## config.mk

```make
export PLATFORM = sky130hd
export DESIGN_NAME = lan_reg_bridge
export DESIGN_NICKNAME = d
export VERILOG_FILES = /design/src/rtl/lan_reg_bridge.sv
export SDC_FILE = /design/constraint.sdc
export NUM_CORES = 1
export LEC_CHECK = 0
export BUFFER_PORTS_ARGS = -buffer_cell sky130_fd_sc_hd__clkbuf_2
export CORE_MARGIN = 1
export CORE_UTILIZATION = 52
export DETAILED_ROUTE_END_ITERATION = 7
export PLACE_DENSITY = 0.86
export RECOVER_POWER = 100
export SLEW_MARGIN = 10
export SYNTH_ARGS = -nofsm -noshare
export SYNTH_HDL_FRONTEND = slang
export SYNTH_SLANG_ARGS = --single-unit
```

## constraint.sdc

```tcl
create_clock -name clk -period 1.65 [get_ports clk]
set_input_delay 0.0825 -clock clk [delete_from_list [all_inputs] [get_ports clk]]
set_output_delay 0.0825 -clock clk [all_outputs]
set_load 0.01 [all_outputs]
```

## src/rtl/lan_reg_bridge.sv

```systemverilog
module lan_reg_bridge #(
  parameter int XFER_CYCLES = 4
) (
  input  logic        clk,
  input  logic        rst_n,
  input  logic        bus_sel,
  input  logic        bus_wr,
  input  logic [1:0]  bus_addr,
  input  logic [7:0]  bus_wdata,
  output logic [7:0]  bus_rdata,
  output logic        lan_sel,
  output logic        lan_rap,
  output logic        lan_rd,
  output logic [15:0] lan_wdata,
  input  logic [15:0] lan_rdata,
  input  logic        lan_irq_n,
  output logic        lan_rst_n
);
  localparam int CNT_W = (XFER_CYCLES > 1) ? $clog2(XFER_CYCLES) : 1;
  localparam logic [CNT_W-1:0] CNT_LAST = CNT_W'(XFER_CYCLES - 1);
  localparam logic [1:0] OFS_LO = 2'd0, OFS_HI = 2'd1, OFS_CTL = 2'd2, OFS_CMD = 2'd3;

  logic [7:0]       wlat_lo, wlat_hi;
  logic [15:0]      rlat;
  logic             sel_rap, sel_rd, run_n;
  logic             busy, x_rap, x_rd;
  logic [15:0]      x_data;
  logic [CNT_W-1:0] cnt;

  wire host_wr = bus_sel & bus_wr;
  wire wr_lo   = host_wr & (bus_addr == OFS_LO);
  wire wr_hi   = host_wr & (bus_addr == OFS_HI);
  wire wr_ctl  = host_wr & (bus_addr == OFS_CTL);
  wire wr_cmd  = host_wr & (bus_addr == OFS_CMD);
  wire run_nxt = wr_ctl ? bus_wdata[3] : run_n;
  wire launch  = wr_cmd & ~busy & run_n;

  always_ff @(posedge clk) begin
    if (!rst_n) begin
      wlat_lo <= '0;
      wlat_hi <= '0;
      rlat    <= '0;
      sel_rap <= 1'b0;
      sel_rd  <= 1'b0;
      run_n   <= 1'b0;
      busy    <= 1'b0;
      x_rap   <= 1'b0;
      x_rd    <= 1'b0;
      x_data  <= '0;
      cnt     <= '0;
    end else begin
      if (wr_lo) wlat_lo <= bus_wdata;
      if (wr_hi) wlat_hi <= bus_wdata;
      if (wr_ctl) begin
        sel_rap <= bus_wdata[0];
        sel_rd  <= bus_wdata[1];
        run_n   <= bus_wdata[3];
      end
      if (!run_nxt) begin
        busy <= 1'b0;
      end else if (launch) begin
        busy   <= 1'b1;
        cnt    <= CNT_LAST;
        x_rap  <= sel_rap;
        x_rd   <= sel_rd;
        x_data <= {wlat_hi, wlat_lo};
      end else if (busy) begin
        if (cnt == '0) begin
          busy <= 1'b0;
          if (x_rd) rlat <= lan_rdata;
        end else begin
          cnt <= cnt - 1'b1;
        end
      end
    end
  end

  assign lan_sel   = busy;
  assign lan_rap   = x_rap;
  assign lan_rd    = x_rd;
  assign lan_wdata = x_data;
  assign lan_rst_n = run_n;

  always_comb begin
    case (bus_addr)
      OFS_LO:  bus_rdata = rlat[7:0];
      OFS_HI:  bus_rdata = rlat[15:8];
      OFS_CTL: bus_rdata = {2'b00, busy, lan_irq_n, 4'b0000};
      default: bus_rdata = 8'h00;
    endcase
  end


  launch_sel_chk: assert property (@(posedge clk) disable iff (!rst_n)
    (wr_cmd && !lan_sel && lan_rst_n && !(wr_ctl)) |=> lan_sel);


  reset_idle_chk: assert property (@(posedge clk) disable iff (!rst_n)
    !lan_rst_n |-> !lan_sel);


  frozen_chk: assert property (@(posedge clk) disable iff (!rst_n)
    (lan_sel && $past(lan_sel)) |-> ($stable(lan_rap) && $stable(lan_rd) && $stable(lan_wdata)));


  capture_chk: assert property (@(posedge clk) disable iff (!rst_n)
    ($fell(lan_sel) && lan_rst_n && $past(lan_rd)) |-> (rlat == $past(lan_rdata)));


  rlat_hold_chk: assert property (@(posedge clk) disable iff (!rst_n)
    !($past(lan_sel) && $past(lan_rd)) |-> $stable(rlat));
endmodule

```

; ---- Word-level counts from Yosys, hierarchy flattened
; Cells that the tools add are included.
[totals]
register_bits = 56
input_bits = 31
output_inout_bits = 28
wordCells = 40
[op_classes]
add_sub_neg = 1
n_eq_ne = 4
n_mux = 8
bitwise = 9
n_reduce_logical = 7
[ops]
columns = cell, n
row1 = $pmux W8 S3, 1
row2 = $and A1 B1 Y1, 7
row3 = $mux W2, 3
row4 = $reduce_and A5 Y1, 1
row5 = $eq A2 B2 Y1 const B, 2
row6 = $logic_not A2 Y1, 2
row7 = $mux W1, 4
row8 = $reduce_and A2 Y1, 2
row9 = $reduce_and A3 Y1, 1
row10 = $eq A2 B1 Y1 const B, 1
row11 = $ne A2 B2 Y1 const B, 1
row12 = $not A1 Y1, 2
row13 = $reduce_bool A2 Y1, 1
row14 = $sub A2 B1 Y2 const B, 1

; ---- Longest topological paths before layout
[depth]
depth_word = 6
mapped_depth = 6
ltp_nobuf = 5

; ---- Worst setup path after synthesis
; Ideal clock, no wire load.
[synth_path]
path_type = reg2reg
startpoint = register busy (netlist: lan_sel)
endpoint = register rlat[10]
setup_ns = 0.072
arrival_ns = 1.471
required_time_ns = 1.578
path_slack_ns = 0.107
stages_incl_launch_ff = 6
n_path_buf = 2
period_less_slack_ns = 1.543
path_cell_list = dfxtp_1 > clkbuf_1 > nand4_1 > mux2i_4 > buf_6 > mux2i_1
[synth_via]
elab_chain_len = 5
[synth_rtl]
columns = element, line
row1 = start: declaration, 26  ; logic busy, x_rap, x_rd;
row2 = start signal: assignment, 46  ; busy <= 1'b0;
row3 = start signal: assignment, 60  ; busy <= 1'b0;
row4 = start signal: assignment, 62  ; busy <= 1'b1;
row5 = $not A1 Y1, 36  ; wire launch = wr_cmd & ~busy & run_n;
row6 = $and A1 B1 Y1 (2 in a row), 36
row7 = $not A1 Y1 (no source line), --
row8 = $reduce_and A5 Y1 (no source line) *, --
row9 = end signal: assignment, 70  ; if (x_rd) rlat <= lan_rdata;
row10 = end: declaration, 24  ; logic [15:0] rlat;
; Every way passes the cells marked *; elsewhere a longest branch is shown, timed or not.
; A chain may end at the register's enable or synchronous reset.

; ---- Final worst setup path
[layout_path]
startpoint = input port bus_addr[0]
endpoint = register wlat_lo[0]
[layout_via]
elab_chain_len = 2
[layout_rtl]
columns = element, line
row1 = start: declaration, 8  ; input logic [1:0] bus_addr,
row2 = $logic_not A2 Y1, 31  ; wire wr_lo = host_wr & (bus_addr == OFS_LO);
row3 = $and A1 B1 Y1, 31
row4 = end signal: assignment, 52  ; if (wr_lo) wlat_lo <= bus_wdata;
row5 = end: declaration, 23  ; logic [7:0] wlat_lo, wlat_hi;
; Every way passes these cells.

==> impl_metrics.yaml <==
logic_synthesis:
  synth.most_common_cell: "dfxtp_1"
  synth_top_area_share_pct: 46.4
  syn_area_sq_um: 2420
  async_reset_ff_share_pct: 0
  synth_nets: 312
  synth.area.top_cells: "dfxtp_1 (46%), mux2i_1 (15%), nand2_1 (7.9%)"
  ys.warnings.count: 0
  synth_common_cells: "dfxtp_1 (56), nand2_1 (51), mux2i_1 (37)"
  seq_area_frac_synth_pct: 46.4
  synth_cells: 280
  synth_edf_count: 0
  ys_ff_latch: 56
  synth_area_leader_cell: "dfxtp_1"
  avgSynthCellArea_sq_um: 8.64
  synth_cell_types: 25
  synthFlopType: "dfxtp_1"
floorplan:
  initial_utilization_pct: 54.8
  dieArea_sq_um: 4930
  num_rows: 24
  coreArea_sq_um: 4410
  die-height_um: 70.2
  ios: 59
  die_w_um: 70.2
clock_tree:
  h-tree-depth: 2
  cts_setup_buffers: 0
  cts_buffer_depth: 2
  tritoncts: "yes"
  path_clk_slew_ns: 0.10
  cts_buffers: 5
  clk_latency_ns: 0.31
  cts_num_sinks: 56
  cts_root_buf: "clkbuf_8"
grt:
  gr-total-overflow: 0
  grt_pass1_wl_mm: 8.84
  grt_max_degree: 41
  antenna_found_initial: 0
  grt_pass1_vias: 1976
  grtUsageTotal_pct: 22.6
placed_design:
  place.gp.congestion: 0.822
  post-place-ws_ns: 0.126
  io_buffer_count: 58
  dp_hpwl_mm: 3.57
power:
  pwr_density_cell_nw_per_um2: 791
  pwr-share-comb_pct: 7.7
  p_switching_uw: 543
  peakVddDrop_uv: 780
  p_seq_share_pct: 59.9
  internal_power_uw: 1740
  swShare_pct: 23.8
  power.leakage_uw: 0.00102
  pwr-share-clk_pct: 32.4
routing:
  wl_met3_um: 251
  remaining_drc_errors: 0
  wl_met2_mm: 2.54
  routedWlPerCell_um: 13.4
  vias: 2125
  top_layer: "met4"
  routedLengthMet1_mm: 2.41
  vias_per_cell: 5.39
  drt_iter0_markers: 154
  drt-total-wl_mm: 5.30
  dr.pass1.iters: 5
  postRouteAntennaNets: 0
final_layout:
  nets: 373
  nFillCells: 375
  regArea_sq_um: 1120
  syn_to_final_growth_pct: 19.2
  multi_input_area_sq_um: 1190
  antenna_cells: 0
  drive_gt1_share_pct: 14.3
sta:
  slew_headroom_pct: 40.8
  hold_violations: 0
  clock_skew_ns: 0.00537
  worst_pin_slew_ns: 0.889
  max_freq_ghz: 0.658
  timing.setup.tns_ns: 0
  maxSlewViolCount: 0
  fin_ws_ns: 0.130
  period_minus_slack_ns: 1.52
  fin_crit_sh_pct: 92.1
  setup_violations: 0
  rsz0062_at_grt: "no"
worst_setup_path:
  cp_data_required_time_ns: 1.84
  crit_path_start_kind: "primary input"
  path_max_fanout: 14
  crit_path_end_kind: "register"
  crit_arrival_ns: 1.71
  criticalPathCategory: "in -> reg"
outcome:
  status: "completed"
job:
  drv_cap: 0
min_path:
  hold_path_class: "in -> reg"
stage by stage:
step	std cells	total power, uW	hold slack (ns)	instance area (sq um)	utilization (%)
2_1_floorplan	280	1490	0.218	2420	-
3_3_place_gp	378	1560	0.313	2770	62.7
3_5_place_dp	378	1560	0.319	2770	62.7
4_1_cts	393	2300	0.00163	2930	66.3
5_1_grt	394	2370	0.00176	2880	65.3
6_report	394	2280	0.00705	2880	65.3
layer usage:
| metal | vias up | global-route usage (%) |
|---|---|---|
| li1 | 1082 | - |
| met1 | 980 | 27.5 |
| met2 | 53 | 36.6 |
| met3 | 10 | 7.36 |
| met4 | 0 | 9.78 |
| met5 | - | 0 |
cells in the final DEF, fill, tap and decap left out, drive strengths merged, types with 3 or more instances in the layout:
master	synthesis	final
nand4b	6	6
nand2	51	51
and4b	3	3
buf	6	5
mux2i	38	38
inv	3	4
a21oi	27	27
dfxtp	56	56
dlygate4sd3	0	8
nor2	21	21
clkbuf	17	70
nand3	18	18
o21ai	20	20
flip-flops by register name, summed over array words and instances, names as in the netlist:
name and flops:
lan_rd 1, lan_sel 1, wlat_lo 8, cnt 2
sel_rap 1, lan_rst_n 1, lan_wdata 16, sel_rd 1
rlat 16, wlat_hi 8, lan_rap 1
cell type report:
class                   count  share of cell area, %
multi-input cells         198                   41.2
inverters                   3                  0.391
flip-flops and latches     56                   38.9
repair buffers             77                   14.2
well taps                  52                   2.26
clock inverters             2                  0.477
clock buffers               6                   2.52
final timing paths:
kind	startpoint	end	slack [ns]	depth (start not counted)
setup reg to reg	cnt[0]$_SDFFE_PN0P_	rlat[6]$_SDFFE_PN0P_	0.13	6
hold / removal	lan_rdata[5]	rlat[5]$_SDFFE_PN0P_	0.007	3
setup / recovery	bus_addr[0]	wlat_lo[0]$_SDFFE_PN0P_	0.13	6
hold reg to reg	wlat_hi[4]$_SDFFE_PN0P_	wlat_hi[4]$_SDFFE_PN0P_	0.46	2
logic make-up (layout without fill, tap and decap cells):
| group | after synthesis | in the layout | synth area share (%) |
|---|---|---|---|
| AND/OR/NAND/NOR | 108 | 108 | 20.7 |
| flip-flops | 56 | 56 | 46.4 |
| AO/OA/AOI/OAI | 49 | 49 | 10.3 |
| multiplexers | 40 | 40 | 17.2 |
| buffers and inverters | 26 | 88 | 4.86 |
| adder cells (fa/ha/maj) | 1 | 1 | 0.517 |
power by group through the flow:
stage	combinational (uW)	clock, uW	sequential, uW
2_1_floorplan	92.4	0	1400
3_3_place_gp	158	0	1400
3_5_place_dp	160	0	1400
4_1_cts	174	755	1370
5_1_grt	192	813	1370
6_report	176	739	1370
worst max-delay path: stages:
cell and delay (ns):
clkbuf_2 0.08, clkbuf_1 0.37, nor4bb_2 0.36, clkbuf_1 0.49, mux2i_1 0.26, nor2_1 0.05
timing repair:
item / in CTS / in global routing
endpoints found under the setup margin: 0 / 4
hold buffers: 7 / 1
endpoints found under the hold margin: 7 / 1
gates resized for setup: 0 / 1
No activity file was read; power rests on OpenSTA's default activity.
